File: config.mk
export PLATFORM = sky130hd
export DESIGN_NAME = mmsp_port
export DESIGN_NICKNAME = d
export VERILOG_FILES = /design/src/rtl/mmsp_pkg.sv /design/src/rtl/mmsp_sync.sv /design/src/rtl/mmsp_tx.sv /design/src/rtl/mmsp_rx.sv /design/src/rtl/mmsp_port.sv
export SDC_FILE = /design/constraint.sdc
export NUM_CORES = 1
export LEC_CHECK = 0
export BUFFER_PORTS_ARGS = -buffer_cell sky130_fd_sc_hd__buf_2
export CAP_MARGIN = 10
export CORE_MARGIN = 5
export CORE_UTILIZATION = 59
export CTS_CLUSTER_SIZE = 28
export DETAILED_ROUTE_END_ITERATION = 10
export GPL_TIMING_DRIVEN = 0
export HOLD_SLACK_MARGIN = 0.02
export PLACE_DENSITY = 0.84
export SLEW_MARGIN = 0
export SYNTH_ARGS = -nofsm -noshare
export SYNTH_HDL_FRONTEND = slang
export SYNTH_SLANG_ARGS = --single-unit
File: constraint.sdc
create_clock -name clk -period 2.2 [get_ports clk]
set_clock_uncertainty 0.05 [all_clocks]
set_input_delay 0.11 -clock clk [delete_from_list [all_inputs] [get_ports clk]]
set_output_delay 0.11 -clock clk [all_outputs]
set_load 0.005 [all_outputs]
File: src/rtl/mmsp_pkg.sv
package mmsp_pkg;

  // control byte field positions
  localparam int B_RXF = 0;
  localparam int B_TXF = 1;
  localparam int B_RB9 = 3;
  localparam int B_TB9 = 4;
  localparam int B_REN = 5;
  localparam int B_MLO = 6;
  localparam int B_MHI = 7;

  typedef enum logic [2:0] {
    RS_IDLE,
    RS_START,
    RS_DATA,
    RS_NINTH,
    RS_STOP
  } rx_state_e;

  // mode 00 leaves the port inert; 01 is the 8-bit frame; 1x the 9-bit frames
  function automatic logic mode_on(input logic [1:0] m);
    return |m;
  endfunction

  function automatic logic mode_nine(input logic [1:0] m);
    return m[1];
  endfunction

endpackage

File: src/rtl/mmsp_sync.sv
module mmsp_sync #(
  parameter int STAGES = 2
) (
  input  logic clk,
  input  logic rst,
  input  logic din,
  output logic level,
  output logic fall
);

  logic [STAGES-1:0] chain_q;
  logic              prev_q;

  always_ff @(posedge clk) begin
    if (rst) begin
      chain_q <= '1;
      prev_q  <= 1'b1;
    end else begin
      chain_q <= {chain_q[STAGES-2:0], din};
      prev_q  <= chain_q[STAGES-1];
    end
  end

  assign level = chain_q[STAGES-1];
  assign fall  = prev_q & ~chain_q[STAGES-1];

endmodule

File: src/rtl/mmsp_tx.sv
module mmsp_tx #(
  parameter int DW  = 8,
  parameter int OVS = 16
) (
  input  logic          clk,
  input  logic          rst,
  input  logic          tick,
  input  logic          start,
  input  logic          nine,
  input  logic          bit9,
  input  logic [DW-1:0] data,
  output logic          ser_out,
  output logic          busy,
  output logic          stop_pulse
);

  localparam int FW = DW + 3;
  localparam int CW = $clog2(OVS);
  localparam int IW = $clog2(FW);
  localparam logic [CW-1:0] T_LAST = CW'(OVS - 1);

  logic [FW-1:0] frame_q;
  logic [IW-1:0] idx_q, last_q;
  logic [CW-1:0] tcnt_q;
  logic          accept;
  logic [IW-1:0] idx_nx;

  assign accept = start && !busy;
  assign idx_nx = IW'(idx_q + 1'b1);

  always_ff @(posedge clk) begin
    if (rst) begin
      frame_q    <= '1;
      idx_q      <= '0;
      last_q     <= '0;
      tcnt_q     <= '0;
      busy       <= 1'b0;
      ser_out    <= 1'b1;
      stop_pulse <= 1'b0;
    end else begin
      stop_pulse <= 1'b0;
      if (accept) begin
        // frame held LSB first: start bit at index 0
        frame_q <= nine ? {1'b1, bit9, data, 1'b0} : {2'b11, data, 1'b0};
        last_q  <= nine ? IW'(FW - 1) : IW'(FW - 2);
        idx_q   <= '0;
        tcnt_q  <= '0;
        busy    <= 1'b1;
        ser_out <= 1'b0;
      end else if (busy && tick) begin
        if (tcnt_q == T_LAST) begin
          tcnt_q <= '0;
          if (idx_q == last_q) begin
            busy    <= 1'b0;
            ser_out <= 1'b1;
          end else begin
            idx_q      <= idx_nx;
            ser_out    <= frame_q[idx_nx];
            stop_pulse <= (idx_nx == last_q);
          end
        end else begin
          tcnt_q <= tcnt_q + 1'b1;
        end
      end
    end
  end

  AST_TX_IDLE_HIGH: assert property (@(posedge clk) disable iff (rst)
    !busy |-> ser_out);
  AST_TX_START_LOW: assert property (@(posedge clk) disable iff (rst)
    (start && !busy) |=> (busy && !ser_out));
  AST_TX_BUSY_HOLD: assert property (@(posedge clk) disable iff (rst)
    (busy && start) |=> busy);
  AST_TX_STOP_HIGH: assert property (@(posedge clk) disable iff (rst)
    stop_pulse |-> (ser_out && busy));

endmodule

File: src/rtl/mmsp_rx.sv
module mmsp_rx
  import mmsp_pkg::*;
#(
  parameter int DW  = 8,
  parameter int OVS = 16
) (
  input  logic          clk,
  input  logic          rst,
  input  logic          tick,
  input  logic          enable,
  input  logic          nine,
  input  logic          line,
  input  logic          fall,
  output logic          done,
  output logic [DW-1:0] data,
  output logic          bit9
);

  localparam int CW  = $clog2(OVS);
  localparam int IW  = $clog2(DW);
  localparam int MID = OVS / 2;
  localparam logic [CW-1:0] T_LAST = CW'(OVS - 1);
  localparam logic [CW-1:0] T_S0   = CW'(MID - 1);
  localparam logic [CW-1:0] T_S1   = CW'(MID);
  localparam logic [CW-1:0] T_S2   = CW'(MID + 1);
  localparam logic [CW-1:0] T_STOP = CW'(MID + 2);

  rx_state_e     st_q;
  logic [CW-1:0] tcnt_q;
  logic [IW-1:0] idx_q;
  logic [2:0]    vote_q;
  logic [DW-1:0] sh_q;
  logic          nine_q, ninth_q;
  logic          maj, bit_end;

  assign maj = (vote_q[0] & vote_q[1]) | (vote_q[0] & vote_q[2]) | (vote_q[1] & vote_q[2]);
  // the stop bit is closed just after its votes so the next start edge is not missed
  assign bit_end = (st_q == RS_STOP) ? (tcnt_q == T_STOP) : (tcnt_q == T_LAST);

  always_ff @(posedge clk) begin
    if (rst) begin
      st_q    <= RS_IDLE;
      tcnt_q  <= '0;
      idx_q   <= '0;
      vote_q  <= '0;
      sh_q    <= '0;
      nine_q  <= 1'b0;
      ninth_q <= 1'b0;
      done    <= 1'b0;
      data    <= '0;
      bit9    <= 1'b0;
    end else begin
      done <= 1'b0;
      if (st_q == RS_IDLE) begin
        if (enable && fall) begin
          st_q   <= RS_START;
          tcnt_q <= '0;
          vote_q <= '0;
          nine_q <= nine;
        end
      end else if (tick) begin
        if (tcnt_q == T_S0) vote_q[0] <= line;
        if (tcnt_q == T_S1) vote_q[1] <= line;
        if (tcnt_q == T_S2) vote_q[2] <= line;
        if (bit_end) begin
          tcnt_q <= '0;
          case (st_q)
            RS_START: begin
              if (maj) begin
                st_q <= RS_IDLE;
              end else begin
                st_q  <= RS_DATA;
                idx_q <= '0;
              end
            end
            RS_DATA: begin
              sh_q <= {maj, sh_q[DW-1:1]};
              if (idx_q == IW'(DW - 1)) st_q <= nine_q ? RS_NINTH : RS_STOP;
              else                      idx_q <= idx_q + 1'b1;
            end
            RS_NINTH: begin
              ninth_q <= maj;
              st_q    <= RS_STOP;
            end
            RS_STOP: begin
              done <= 1'b1;
              data <= sh_q;
              bit9 <= nine_q ? ninth_q : maj;
              st_q <= RS_IDLE;
            end
            default: st_q <= RS_IDLE;
          endcase
        end else begin
          tcnt_q <= tcnt_q + 1'b1;
        end
      end
    end
  end

  AST_RX_STAY_IDLE: assert property (@(posedge clk) disable iff (rst)
    (st_q == RS_IDLE && !enable) |=> (st_q == RS_IDLE));
  AST_RX_DONE_FROM_STOP: assert property (@(posedge clk) disable iff (rst)
    done |-> (st_q == RS_IDLE));
  AST_RX_FALSE_START: assert property (@(posedge clk) disable iff (rst)
    (st_q == RS_START && tick && bit_end && maj) |=> (st_q == RS_IDLE && !done));

endmodule

File: src/rtl/mmsp_port.sv
module mmsp_port
  import mmsp_pkg::*;
#(
  parameter int DW   = 8,
  parameter int OVS  = 16,
  parameter int SYNC = 2
) (
  input  logic          clk,
  input  logic          rst,
  input  logic          baud_tick,
  input  logic          bus_we,
  input  logic          bus_addr,
  input  logic [DW-1:0] bus_wdata,
  output logic [DW-1:0] bus_rdata,
  input  logic          ser_in,
  output logic          ser_out,
  output logic          tx_flag,
  output logic          rx_flag
);

  logic [1:0]    mode_q;
  logic          ren_q, tb9_q, rb9_q, txf_q, rxf_q;
  logic [DW-1:0] rbuf_q;

  logic          ctl_wr, dat_wr, cap;
  logic          tx_busy, tx_stop;
  logic          rx_level, rx_fall, rx_done, rx_b9;
  logic [DW-1:0] rx_data;
  logic [7:0]    ctl_byte;

  assign ctl_wr = bus_we && !bus_addr;
  assign dat_wr = bus_we &&  bus_addr;
  assign cap    = rx_done && !rxf_q;

  assign ctl_byte = {mode_q, ren_q, tb9_q, rb9_q, 1'b0, txf_q, rxf_q};

  mmsp_sync #(.STAGES(SYNC)) u_sync (
    .clk   (clk),
    .rst   (rst),
    .din   (ser_in),
    .level (rx_level),
    .fall  (rx_fall)
  );

  mmsp_tx #(.DW(DW), .OVS(OVS)) u_tx (
    .clk        (clk),
    .rst        (rst),
    .tick       (baud_tick),
    .start      (dat_wr && mode_on(mode_q)),
    .nine       (mode_nine(mode_q)),
    .bit9       (tb9_q),
    .data       (bus_wdata),
    .ser_out    (ser_out),
    .busy       (tx_busy),
    .stop_pulse (tx_stop)
  );

  mmsp_rx #(.DW(DW), .OVS(OVS)) u_rx (
    .clk    (clk),
    .rst    (rst),
    .tick   (baud_tick),
    .enable (ren_q && mode_on(mode_q)),
    .nine   (mode_nine(mode_q)),
    .line   (rx_level),
    .fall   (rx_fall),
    .done   (rx_done),
    .data   (rx_data),
    .bit9   (rx_b9)
  );

  always_ff @(posedge clk) begin
    if (rst) begin
      mode_q    <= 2'b00;
      ren_q     <= 1'b0;
      tb9_q     <= 1'b0;
      rb9_q     <= 1'b0;
      txf_q     <= 1'b0;
      rxf_q     <= 1'b0;
      rbuf_q    <= '0;
      bus_rdata <= '0;
    end else begin
      if (ctl_wr) begin
        mode_q <= bus_wdata[B_MHI:B_MLO];
        ren_q  <= bus_wdata[B_REN];
        tb9_q  <= bus_wdata[B_TB9];
        rb9_q  <= bus_wdata[B_RB9];
        txf_q  <= bus_wdata[B_TXF];
        rxf_q  <= bus_wdata[B_RXF];
      end
      // hardware events win over a same-cycle software write
      if (tx_stop) txf_q <= 1'b1;
      if (cap) begin
        rxf_q  <= 1'b1;
        rb9_q  <= rx_b9;
        rbuf_q <= rx_data;
      end
      bus_rdata <= bus_addr ? rbuf_q : DW'(ctl_byte);
    end
  end

  assign tx_flag = txf_q;
  assign rx_flag = rxf_q;

  AST_RX_BUF_HOLD: assert property (@(posedge clk) disable iff (rst)
    rxf_q |=> $stable(rbuf_q));
  AST_RX_FLAG_STICKY: assert property (@(posedge clk) disable iff (rst)
    (rxf_q && !ctl_wr) |=> rxf_q);
  AST_TX_FLAG_SET: assert property (@(posedge clk) disable iff (rst)
    tx_stop |=> txf_q);
  AST_OFF_LINE_HIGH: assert property (@(posedge clk) disable iff (rst)
    (!mode_on(mode_q) && !tx_busy) |=> ser_out);

endmodule

Word level (Yosys, flattened, before mapping) --
Cells that the tools add are included.
Storage, ports and cells: flip-flop bits (word level) 85, word-level logic and storage cells 151
Cells by class: add/sub/neg operators 4, bitwise logic cells 14, multiplexer cells 44, magnitude comparators 1, eq/ne operators 17, reduce and logical (&&, ||, !) cells 41
Operators with widths (number):
- 3-bit two-way mux | 11
- 2-bit nonzero test | 11
- 1-bit two-way mux | 21
- 4-bit == test, second input constant | 5
- 4-bit two-way mux | 5
- 4-bit AND reduction | 4
- 3-bit AND reduction | 5
- 4-bit by 1-bit adder with 4-bit output, second input constant | 3
- 10-bit two-way mux | 1
- 3-bit one-hot mux with 3 select lines | 1
- 4-bit == test | 2
- 1-bit logical AND | 8
- 8-bit two-way mux | 1
- 1-bit NOT | 8
- 3-bit by 2-bit == test with 1-bit output, second input constant | 2
- 3-bit == test, second input constant | 2
- 2-bit inequality test, second input constant | 3
- 3-bit one-hot mux with 2 select lines | 1
- 2-bit AND reduction | 3
- 6-bit AND reduction | 1
- 2-bit OR reduction | 3
- 4-bit by 5-bit less-than comparator with 1-bit output, second input constant | 1
- 5-bit OR reduction | 1
- 1-bit AND | 4
- 10 further kinds | 14

Longest topological paths before layout --
depth in word-level cells 8, mapped depth 7

By module --
A second synthesis with hierarchy kept.
Unflattened totals: cells, all modules 392, area total of the unflattened synthesis 3688.5 um^2
Modules (own cells, without submodules):
- mmsp_rx | area an instance 1626.6 um^2, cells each 164, instances 1
- mmsp_tx | area an instance 1116.1 um^2, cells each 124, instances 1
- mmsp_port | area an instance 860.8 um^2, cells each 97, instances 1
- mmsp_sync | area an instance 85.1 um^2, cells each 7, instances 1

Worst setup path after synthesis --
Ideal clock, no wire load.
path kind reg2reg, start reg u_rx.st_q[1], end reg u_rx.st_q[2], setup time 0.116 ns, data required time 2.034 ns, cell stages (with the launch flop) 8, setup slack 0.334 ns, path buffers 2, arrival time 1.700 ns, cells stage by stage dfxtp_1 -> buf_4 -> nor3b_4 -> mux2i_4 -> nor3_2 -> or2_1 -> buf_2 -> a41o_1
On the way: word-level cells in the longest chain between the ends 5, elaborated cells between the ends (all ways) 15
RTL lines:
- from (decl) | RTL line mmsp_rx.sv:28 | rx_state_e st_q;
- from (signal assigned) | RTL line mmsp_rx.sv:78 | if (idx_q == IW'(DW - 1)) st_q <= nine_q ? RS_NINTH : RS_STOP;
- 3-bit by 2-bit == test with 1-bit output / 3-bit by 1-bit == test with 1-bit output (equally long branches) | RTL line mmsp_rx.sv:67 | case (st_q)
- 3-bit one-hot mux with 3 select lines | RTL line mmsp_rx.sv:67
- 3-bit two-way mux | RTL line mmsp_rx.sv:65 | if (bit_end) begin
- 3-bit two-way mux | RTL line mmsp_rx.sv:61 | end else if (tick) begin
- 3-bit two-way mux | RTL line mmsp_rx.sv:54 | if (st_q == RS_IDLE) begin
Parallel ways exist; a longest one is shown, timed or not. The select of a mux whose other input is x is not followed. A chain may end at the register's enable or synchronous reset.

Final worst setup path --
Same ends and word-level chain as after synthesis.

==> flow_metrics.py <==
metrics = {
    "drt": {
        "wire_per_inst_um": 14.7,
        "vias": 2782,
        "wl_mm": 7.50,
        "drt_iter0_markers": 127,
        "via_per_inst": 5.43,
        "drc": 0,
        "ant_nets": 0,
        "firstDrtPassIters": 4,
    },
    "cells_and_area": {
        "antennaDiodeCount": 0,
        "layout.nets": 454,
        "area_delta_synth_final_pct": 14.5,
        "layout_commonest_cell": "dfxtp_1",
        "layout-drive-gt1-share_pct": 13.3,
        "n_fill_cell": 451,
        "layout.cells.non_filler": 512,
        "final_cell_mix": "dfxtp_1, nand2_1, nor2_1",
        "fin_util_pct": 68.7,
    },
    "worst_setup_path": {
        "path_class": "reg2reg",
        "cp_num_buf_inv": 2,
        "critPathSlowestCell": "mux2i_4",
        "crit_path_max_fanout": 10,
        "cp_cell_sequence": "buf_4 -> nor3b_4 -> mux2i_4 -> nor3_2 -> or2_1 -> buf_2 -> a41o_1",
        "r2r_start": "u_rx.st_q[1]$_SDFFE_PP0P_",
        "crit_arrival_ns": 2.24,
        "crit_required_ns": 2.38,
        "startpoint_type": "flip-flop",
        "crit_family": "simple AND/OR/NAND/NOR gates",
        "reg2reg_slack_ns": 0.14,
        "rr_endpoint": "u_rx.st_q[2]$_SDFFE_PP0P_",
        "rr_worst_depth": 7,
        "cp_slowest_stage_delay_ns": 0.44,
        "cp-end-kind": "flip-flop",
    },
    "logic_synthesis": {
        "seq_area_frac_synth_pct": 47.1,
        "synth_top_family_by_area": "simple AND/OR/NAND/NOR gates",
        "synthMuxAreaShare_pct": 11.0,
        "synth_compound_gate_area_share_pct": 7.23,
        "yosys_warnings": 0,
        "synthSimpleGateAreaFrac_pct": 24.5,
        "synth-xor-area-share_pct": 3.72,
        "synth.distinct_cells": 50,
        "ys_seq_elements": 83,
        "netlist_instances": 390,
        "synth-edff-count": 0,
        "ys.flop_type": "dfxtp_1",
        "synthesis.nets": 411,
        "synth_fa_ha_area_share_pct": 2.76,
        "async_flop_share_pct": 0,
        "netlist_area_sq_mm": 0.00353,
        "avgSynthCellArea_sq_um": 9.05,
    },
    "sta": {
        "slew_headroom_pct": 61.4,
        "slew_violations": 0,
        "fmax_mhz": 485,
        "finalSetupViolCount": 0,
        "final.min_clock_period_ns": 2.06,
        "max_slew.worst_pin.slew_ns": 0.580,
        "rsz0062_at_grt": "false",
        "tns_ns": 0,
        "period_share_pct": 93.7,
        "final_hold_viol_count": 0,
    },
    "placed_design": {
        "dp_hpwl_mm": 5.11,
        "place_inst": 488,
        "routabilityCongestion": 0.796,
        "numPortBuffers": 23,
    },
    "power": {
        "power_uw": 2840,
        "p_per_area_mw_per_mm2": 703,
        "ir_drop_uv": 498,
        "p_leak_uw": 0.00165,
    },
    "floorplanning": {
        "rows": 28,
        "core_sq_mm": 0.00589,
        "dieArea_sq_mm": 0.00763,
        "floorplan.initialDensity_pct": 60.0,
        "io_pins": 25,
        "dieWidth_um": 87.4,
        "dieHeight_um": 87.4,
    },
    "cts": {
        "worstSkewPairLatency_ns": 0.35,
        "clockBufferDepth": 2,
        "clkSinkCount": 83,
        "cts_buffers": 9,
        "cts_root_buf": "clkbuf_8",
        "cts.repair.resized": 0,
        "clkTransAtPathRegs_ns": 0.08,
        "cts_tree": "done",
        "ctsHtreeMaxLevel": 3,
        "postCtsHoldBufs": 9,
        "post_cts_buffers": 0,
    },
    "global_routing": {
        "grt_pass1_vias": 2689,
        "grt_max_degree": 15,
        "grt_pass1_wl_mm": 12.6,
        "grt_use_total_pct": 20.9,
        "grt_overflow": 0,
        "antenna_found_initial": 0,
    },
    "hold_path": {
        "min_to": "u_tx.busy$_SDFFE_PP0P_",
        "hold_path_class": "in2reg",
        "hp-start": "bus_we",
        "whs_path_depth": 3,
    },
    "flow_run": {
        "cap_violations": 0,
    },
    "run_status": {
        "run_status": "complete, no violations",
    },
}
per-stage QoR:
step	hold slack, ns	cell area (sq um)	setup WS (ns)
floorplan	0.164	3530	0.334
global placement	0.245	3740	0.208
detailed placement	0.247	3740	0.183
CTS	0.0843	4040	0.143
global route	0.100	4040	0.0385
finish	0.101	4040	0.138
cell usage after synthesis, types with 2 or more instances:
library cell / instances / area share (%)
and2_1: 3 / 0.53
buf_4: 2 / 0.43
mux2i_1: 32 / 9.1
nor4_1: 3 / 0.53
nand3_1: 15 / 2.1
nand4_1: 2 / 0.35
dfxtp_1: 83 / 47
buf_2: 3 / 0.43
a21oi_1: 24 / 3.4
nor3_1: 10 / 1.4
inv_1: 6 / 0.64
nor3_2: 3 / 0.85
nand2_1: 61 / 6.5
nand2b_1: 8 / 1.4
o21ai_0: 4 / 0.57
nor3b_1: 4 / 0.85
ha_1: 7 / 2.5
nor2b_1: 3 / 0.53
a311oi_1: 2 / 0.50
xnor2_1: 5 / 1.2
mux4_2: 2 / 1.3
clkbuf_1: 17 / 1.8
a31oi_1: 2 / 0.35
and2b_1: 2 / 0.43
nor2_1: 50 / 5.3
or2_2: 3 / 0.53
xor2_1: 10 / 2.5
a211oi_1: 2 / 0.43
power by group:
| part | internal, uW | total [uW] | switching [uW] | leakage, uW |
|---|---|---|---|---|
| logic | 50.4 | 127 | 76.6 | 0.000872 |
| registers | 1520 | 1530 | 12.8 | 0.000671 |
| clock network | 635 | 1180 | 548 | 0.000102 |
how the worst max path moves through the flow:
stage	cells past startpoint	end	startpoint	slack, ns
after floorplan	7	u_rx.st_q[2]$_SDFFE_PP0P_	u_rx.st_q[1]$_SDFFE_PP0P_	0.33
after global placement	6	u_tx.ser_out$_SDFFE_PP1P_	u_tx.idx_q[1]$_SDFFE_PP0P_	0.21
after detailed placement	7	u_rx.st_q[2]$_SDFFE_PP0P_	u_rx.st_q[1]$_SDFFE_PP0P_	0.18
after CTS	7	u_rx.st_q[2]$_SDFFE_PP0P_	u_rx.st_q[1]$_SDFFE_PP0P_	0.14
after global routing	7	u_rx.st_q[1]$_SDFFE_PP0P_	u_rx.st_q[1]$_SDFFE_PP0P_	0.04
final	7	u_rx.st_q[2]$_SDFFE_PP0P_	u_rx.st_q[1]$_SDFFE_PP0P_	0.14
worst min-delay path: cells and delay by family:
| kind | cells | cell delay (ns) |
|---|---|---|
| buffers and inverters | 1 | 0.12 |
| AO/OA/AOI/OAI | 2 | 0.21 |
cell type report:
cell class                      instances  area, sq um  share of cell area [%]
Multi-Input combinational cell        277         1740                    43.0
Sequential cell                        83         1660                    41.1
Timing Repair Buffer                   32          205                    5.08
Clock buffer                            9          124                    3.06
Buffer                                 24          109                    2.69
Tap cell                               75         93.8                    2.32
Clock inverter                          6         88.8                    2.20
Inverter                                6         22.5                   0.557
cell families (layout without fill, tap and decap cells):
group,after synthesis,in the layout
simple gates,177,177
flops,83,83
compound gates,42,42
mux,35,35
buf+inv,30,77
xor+xnor,15,15
fa+ha+maj,8,8
per-layer routing:
metal | global-route usage (%) | up-vias | routed length, um
met5 | 0 | - | 0
met4 | 8.79 | 0 | 172
met3 | 3.60 | 16 | 297
met2 | 35.6 | 49 | 3770
met1 | 25.9 | 1322 | 3260
li1 | - | 1395 | -
state kept, by name, indices dropped and copies added, names as in the netlist, 2 cells and up:
name	flops
bus_rdata	8
mode_q	2
rbuf_q	8
u_rx.data	8
u_rx.idx_q	3
u_rx.sh_q	8
u_rx.st_q	3
u_rx.tcnt_q	4
u_rx.vote_q	3
u_sync.chain_q	2
u_tx.frame_q	10
u_tx.idx_q	4
u_tx.last_q	3
u_tx.tcnt_q	4
(Power assumes the default switching activity.)
